File: config.mk
export PLATFORM = sky130hd
export DESIGN_NAME = seg_irq_ctrl
export DESIGN_NICKNAME = d
export VERILOG_FILES = /design/src/rtl/seg_irq_pkg.sv /design/src/rtl/seg_pend_bank.sv /design/src/rtl/seg_prio_enc.sv /design/src/rtl/seg_ack_unit.sv /design/src/rtl/seg_irq_ctrl.sv
export SDC_FILE = /design/constraint.sdc
export NUM_CORES = 1
export LEC_CHECK = 0
export BUFFER_PORTS_ARGS = -buffer_cell sky130_fd_sc_hd__buf_2
export CAP_MARGIN = 40
export CORE_MARGIN = 2
export CORE_UTILIZATION = 48
export DETAILED_ROUTE_END_ITERATION = 10
export PLACE_DENSITY = 0.94
export REMOVE_ABC_BUFFERS = 1
export SYNTH_ARGS = -nofsm -noshare
export SYNTH_HDL_FRONTEND = slang
export SYNTH_SLANG_ARGS = --single-unit
File: constraint.sdc
create_clock -name clk -period 3.6 [get_ports clk]
set_input_delay 0 -clock clk [delete_from_list [all_inputs] [get_ports clk]]
set_output_delay 0 -clock clk [all_outputs]
set_load 0.1 [all_outputs]
File: src/rtl/seg_irq_pkg.sv
package seg_irq_pkg;

  localparam int PTR_W     = 8;
  localparam int PTR_IDX_W = 5;

  typedef struct packed {
    logic                 none;
    logic [1:0]           rsvd;
    logic [PTR_IDX_W-1:0] idx;
  } irq_ptr_t;

  localparam irq_ptr_t PTR_EMPTY = '{none: 1'b1, rsvd: 2'b00, idx: '0};

  function automatic irq_ptr_t make_ptr(input logic found, input logic [PTR_IDX_W-1:0] idx);
    irq_ptr_t p;
    p.none = ~found;
    p.rsvd = 2'b00;
    p.idx  = found ? idx : '0;
    return p;
  endfunction

endpackage

File: src/rtl/seg_pend_bank.sv
module seg_pend_bank #(
  parameter int NSEG  = 32,
  parameter int IDX_W = 5
) (
  input  logic             clk,
  input  logic             rst_n,
  input  logic             acc_valid,
  input  logic [IDX_W-1:0] acc_idx,
  input  logic [NSEG-1:0]  seg_int_en,
  input  logic [NSEG-1:0]  seg_en,
  input  logic             wr_en,
  input  logic [IDX_W-1:0] wr_idx,
  input  logic             wr_val,
  output logic [NSEG-1:0]  pend
);

  for (genvar g = 0; g < NSEG; g++) begin : g_flag
    logic hit_acc;
    logic hit_wr;

    assign hit_acc = acc_valid && (acc_idx == IDX_W'(g)) && seg_int_en[g];
    assign hit_wr  = wr_en && (wr_idx == IDX_W'(g));

    always_ff @(posedge clk) begin
      if (!rst_n) begin
        pend[g] <= 1'b0;
      end else if (!seg_en[g]) begin
        pend[g] <= 1'b0;
      end else if (hit_wr) begin
        pend[g] <= wr_val;
      end else if (hit_acc) begin
        pend[g] <= 1'b1;
      end
    end
  end

endmodule

File: src/rtl/seg_prio_enc.sv
module seg_prio_enc #(
  parameter int N     = 32,
  parameter int IDX_W = 5
) (
  input  logic [N-1:0]     req,
  output logic             found,
  output logic [IDX_W-1:0] idx
);

  always_comb begin
    found = 1'b0;
    idx   = '0;
    for (int i = N - 1; i >= 0; i--) begin
      if (req[i]) begin
        found = 1'b1;
        idx   = IDX_W'(i);
      end
    end
  end

endmodule

File: src/rtl/seg_ack_unit.sv
module seg_ack_unit #(
  parameter int         VEC_W   = 8,
  parameter logic [7:0] VEC_RST = 8'h0F
) (
  input  logic             clk,
  input  logic             rst_n,
  input  logic             vec_wr,
  input  logic [VEC_W-1:0] vec_wr_data,
  input  logic             irq,
  input  logic             ack_req,
  input  logic [1:0]       ds,
  output logic [VEC_W-1:0] vec_q,
  output logic             ack_q,
  output logic [VEC_W-1:0] data_out
);

  logic any_ds;
  logic start;

  assign any_ds = |ds;
  assign start  = irq && ack_req && any_ds;

  always_ff @(posedge clk) begin
    if (!rst_n) begin
      vec_q <= VEC_W'(VEC_RST);
    end else if (vec_wr) begin
      vec_q <= vec_wr_data;
    end
  end

  always_ff @(posedge clk) begin
    if (!rst_n) begin
      ack_q <= 1'b0;
    end else if (ack_q) begin
      ack_q <= any_ds;
    end else begin
      ack_q <= start;
    end
  end

  assign data_out = ack_q ? vec_q : '0;

endmodule

File: src/rtl/seg_irq_ctrl.sv
module seg_irq_ctrl
  import seg_irq_pkg::*;
#(
  parameter int NSEG  = 32,
  parameter int IDX_W = (NSEG > 1) ? $clog2(NSEG) : 1
) (
  input  logic             clk,
  input  logic             rst_n,
  input  logic             acc_valid,
  input  logic [IDX_W-1:0] acc_idx,
  input  logic [NSEG-1:0]  seg_int_en,
  input  logic [NSEG-1:0]  seg_en,
  input  logic             pend_wr,
  input  logic [IDX_W-1:0] pend_wr_idx,
  input  logic             pend_wr_val,
  input  logic             gie_wr,
  input  logic             gie_wr_val,
  input  logic             vec_wr,
  input  logic [7:0]       vec_wr_data,
  input  logic             ptr_rd,
  input  logic             ack_req,
  input  logic [1:0]       ds,
  output logic [NSEG-1:0]  pend_q,
  output logic             loc_pend,
  output logic             irq,
  output logic [7:0]       ptr_q,
  output logic [7:0]       vec_q,
  output logic             ack_o,
  output logic [7:0]       ack_data
);

  localparam int ENC_W = PTR_IDX_W;

  logic             gie_q;
  logic             enc_found;
  logic [ENC_W-1:0] enc_idx;
  irq_ptr_t         ptr_r;

  seg_pend_bank #(.NSEG(NSEG), .IDX_W(IDX_W)) u_bank (
    .clk        (clk),
    .rst_n      (rst_n),
    .acc_valid  (acc_valid),
    .acc_idx    (acc_idx),
    .seg_int_en (seg_int_en),
    .seg_en     (seg_en),
    .wr_en      (pend_wr),
    .wr_idx     (pend_wr_idx),
    .wr_val     (pend_wr_val),
    .pend       (pend_q)
  );

  seg_prio_enc #(.N(NSEG), .IDX_W(ENC_W)) u_enc (
    .req   (pend_q),
    .found (enc_found),
    .idx   (enc_idx)
  );

  always_ff @(posedge clk) begin
    if (!rst_n) begin
      gie_q <= 1'b0;
    end else if (gie_wr) begin
      gie_q <= gie_wr_val;
    end
  end

  always_ff @(posedge clk) begin
    if (!rst_n) begin
      ptr_r <= PTR_EMPTY;
    end else if (ptr_rd) begin
      ptr_r <= make_ptr(enc_found, enc_idx);
    end
  end

  assign loc_pend = |pend_q;
  assign irq      = loc_pend && gie_q;
  assign ptr_q    = ptr_r;

  seg_ack_unit #(.VEC_W(8), .VEC_RST(8'h0F)) u_ack (
    .clk         (clk),
    .rst_n       (rst_n),
    .vec_wr      (vec_wr),
    .vec_wr_data (vec_wr_data),
    .irq         (irq),
    .ack_req     (ack_req),
    .ds          (ds),
    .vec_q       (vec_q),
    .ack_q       (ack_o),
    .data_out    (ack_data)
  );

endmodule

==> qor.csv <==
stage,metric,value,unit
timing,finalHoldViolCount,0,
worst_setup_path,reg2reg_to,ptr_q[0],
placed_design,gp_congestion,0.980,
clock_network,post_cts_buffers,0,
timing,tightest_slew,1.02,ns
die,die_width,80.0,um
worst_setup_path,critPathLaunch,u_bank.pend[22],
clock_network,cts_tree,done,
timing,layout_min_cycle_time,2.27,ns
outcome,outcome,finished clean,
die,die_area,6400,sq um
placed_design,hpwl,7800,um
clock_network,cts-resized-gates,0,
min_path,hold_depth,3,
layout,nFillCells,453,
synth,ys_seq_area_frac,0.347,
layout,layout.nets,631,
power_and_ir_drop,p_int,790,uW
worst_setup_path,worstSetupPathType,register to output port,
clock_network,numCtsBuffers,5,
global_route,grt_max_degree,48,
global_route,grtUsageTotal,0.341,
clock_network,clk_pin_slew,0.09,ns
clock_network,htree_levels,2,
timing,setup-violations-final,0,
timing,finalCritPeriodShare,0.630,
timing,max_freq,0.441,GHz
drt,drc,0,
drt,drtPass1Iterations,6,
drt,met2_length,5350,um
power_and_ir_drop,swShare,0.351,
worst_setup_path,worstSetupEndpointType,output port,
drt,routedWlPerCell,18.9,um
synth,syn_area,2770,sq um
power_and_ir_drop,p_leak,0.00178,uW
timing,rsz0062_at_grt,false,
layout,drive_gt1_frac,0.304,
global_route,grt_pass1_vias,3483,
drt,wl_met1,4310,um
job,maxCapViolations,0,
placed_design,portBuffers,150,
die,core,5540,sq um
power_and_ir_drop,peakVddDrop,0.172,mV
synth,synth_top_area_share,0.347,
clock_network,cts-root-buf,clkbuf_8,
drt,ant_nets,0,
timing,holdWs,0.00602,ns
min_path,min-delay-start,ack_req,
worst_setup_path,rr_startpoint,u_bank.pend[22],
synth,yosys.cell_types.count,43,
synth,yosysWarnings,0,
synth,ys_top_cells_by_area,"dfxtp_1, a311oi_1, nor2_1, a211oi_1, nand2_1",
layout,antennaDiodeCount,0,
drt,vias_per_cell,6.20,
synth,synth_edf_count,0,
drt,drt-initial-drc-count,427,
placed_design,dp_cells,559,
power_and_ir_drop,clock_power_share,0.262,
layout,layoutNonFillerInstCount,609,
timing,slew_viol_final,0,
layout,synthToLayoutAreaGrowth,45.6,%
clock_network,clk_path_buf_depth,2,
drt,vias,3776,
global_route,grt_pass1_wl,16900,um
synth,yosysTopAreaCell,dfxtp_1,
clock_network,insertion_delay,0.31,ns
power_and_ir_drop,p_comb_frac,0.285,
die,initial_utilization,0.500,
synth,ys.flop_type,dfxtp_1,
synth,ys_ff_latch,48,
power_and_ir_drop,powerDensity,302,nW/um^2
drt,top_layer,met4,
clock_network,clock_sinks,48,
synth,async_flop_share,0,
worst_setup_path,worst-path-max-fanout,6,
layout,seqCellArea,961,sq um
timing,final.setup.tns,0,ns
synth,avgSynthCellArea,7.74,sq um
min_path,min-delay-path-class,input pin to register,
drt,dr_wl_met3,1390,um
synth,postSynthCellCount,358,
worst_setup_path,cp.arrival,2.27,ns
worst_setup_path,rrSetupSlack,1.75,ns
power_and_ir_drop,power_frac_seq,0.453,
die,die_h,80.0,um
timing,fin_skew,0.0111,ns
layout,layout_common_cells,"buf_2, nor2_1, nand2_1, dfxtp_1, dlygate4sd3_1",
worst_setup_path,worstPathRequired,3.60,ns
power_and_ir_drop,p_sw,426,uW
timing,slew_headroom,0.316,
die,row_count,27,
min_path,hold_end,u_ack.ack_q,
global_route,antenna_found_initial,0,
layout,multi_input_area,1700,sq um
clock_network,cts.hold.buffers_added,43,
drt,finalWirelength,11500,um
worst_setup_path,reg2reg_depth,5,
die,io_pins,153,
global_route,globalRouteOverflowTotal,0,
worst_setup_path,start_kind,register,
layout,layout_commonest_cell,buf_2,
power_and_ir_drop,finalPower,1220,uW
[cell type report]
class                           instances  share of cell area
Clock inverter                          1             0.00124
Multi-Input combinational cell        284               0.423
Tap cell                               72              0.0223
Sequential cell                        48               0.238
Timing Repair Buffer                  193               0.293
Inverter                                5             0.00465
Clock buffer                            6              0.0180
[logic make-up (layout without fill, tap and decap cells)]
| group | Yosys count | count (layout) | synth area share |
|---|---|---|---|
| buffers and inverters | 27 | 205 | 0.0393 |
| DFF | 48 | 48 | 0.347 |
| muxes | 9 | 9 | 0.0325 |
| AOI/OAI and AO/OA | 94 | 94 | 0.259 |
| other | 1 | 2 | 0.00135 |
| and+or+nand+nor | 179 | 179 | 0.321 |
[cells in the mapped netlist, types with 2 or more instances]
cell type,instances
a211oi_1,25
a21boi_0,2
a21oi_1,5
a221oi_1,8
a311oi_1,25
a31oi_1,9
and2_1,10
buf_4,2
clkbuf_1,19
dfxtp_1,48
inv_1,5
mux2i_1,9
nand2_1,48
nand2b_1,13
nand3_1,8
nand3b_1,2
nor2_1,51
nor2b_1,14
nor3_1,14
nor4_1,8
o21ai_0,6
o21bai_1,2
o311ai_0,2
o31ai_1,2
or4_1,2
or4_4,2
[power by group through the flow]
stage	clock network [uW]	logic [uW]	registers [uW]
final	318	347	551
after global routing	334	363	553
after CTS	312	338	551
after detailed placement	0	301	563
after global placement	0	299	562
after floorplan	0	114	638
[critical path: stages, from the launching register on]
cell and delay (ns):
dfxtp_1 0.37, nor4_1 0.55, and4_2 0.37, nand3_2 0.15
and2_2 0.23, buf_2 0.28
[per-layer routing]
metal	up-vias	track usage
met5	-	0
met4	0	0.147
met3	57	0.0747
met2	343	0.598
met1	1682	0.397
li1	1694	-
[state kept, by name, indices dropped and copies added (netlist names)]
| register | flops |
|---|---|
| gie_q | 1 |
| ptr_q | 6 |
| u_ack.ack_q | 1 |
| u_ack.vec_q | 8 |
| u_bank.pend | 32 |
[per-stage QoR]
stage | cell area [sq um] | setup slack [ns] | utilization
finish | 4030 | 1.33 | 0.728
global route | 4030 | 1.22 | 0.728
CTS | 4030 | 1.41 | 0.728
detailed placement | 3520 | 1.74 | 0.636
global placement | 3520 | 1.81 | 0.636
floorplan | 2680 | 0.842 | -
[worst max path at each step]
| stage | to | slack (ns) | depth (start not counted) |
|---|---|---|---|
| 2_1_floorplan | irq | 0.84 | 4 |
| 3_3_place_gp | irq | 1.81 | 5 |
| 6_report | irq | 1.33 | 5 |
| 3_5_place_dp | irq | 1.74 | 5 |
| 5_1_grt | irq | 1.22 | 5 |
| 4_1_cts | irq | 1.41 | 5 |
Power figures use the tool's default switching activity.
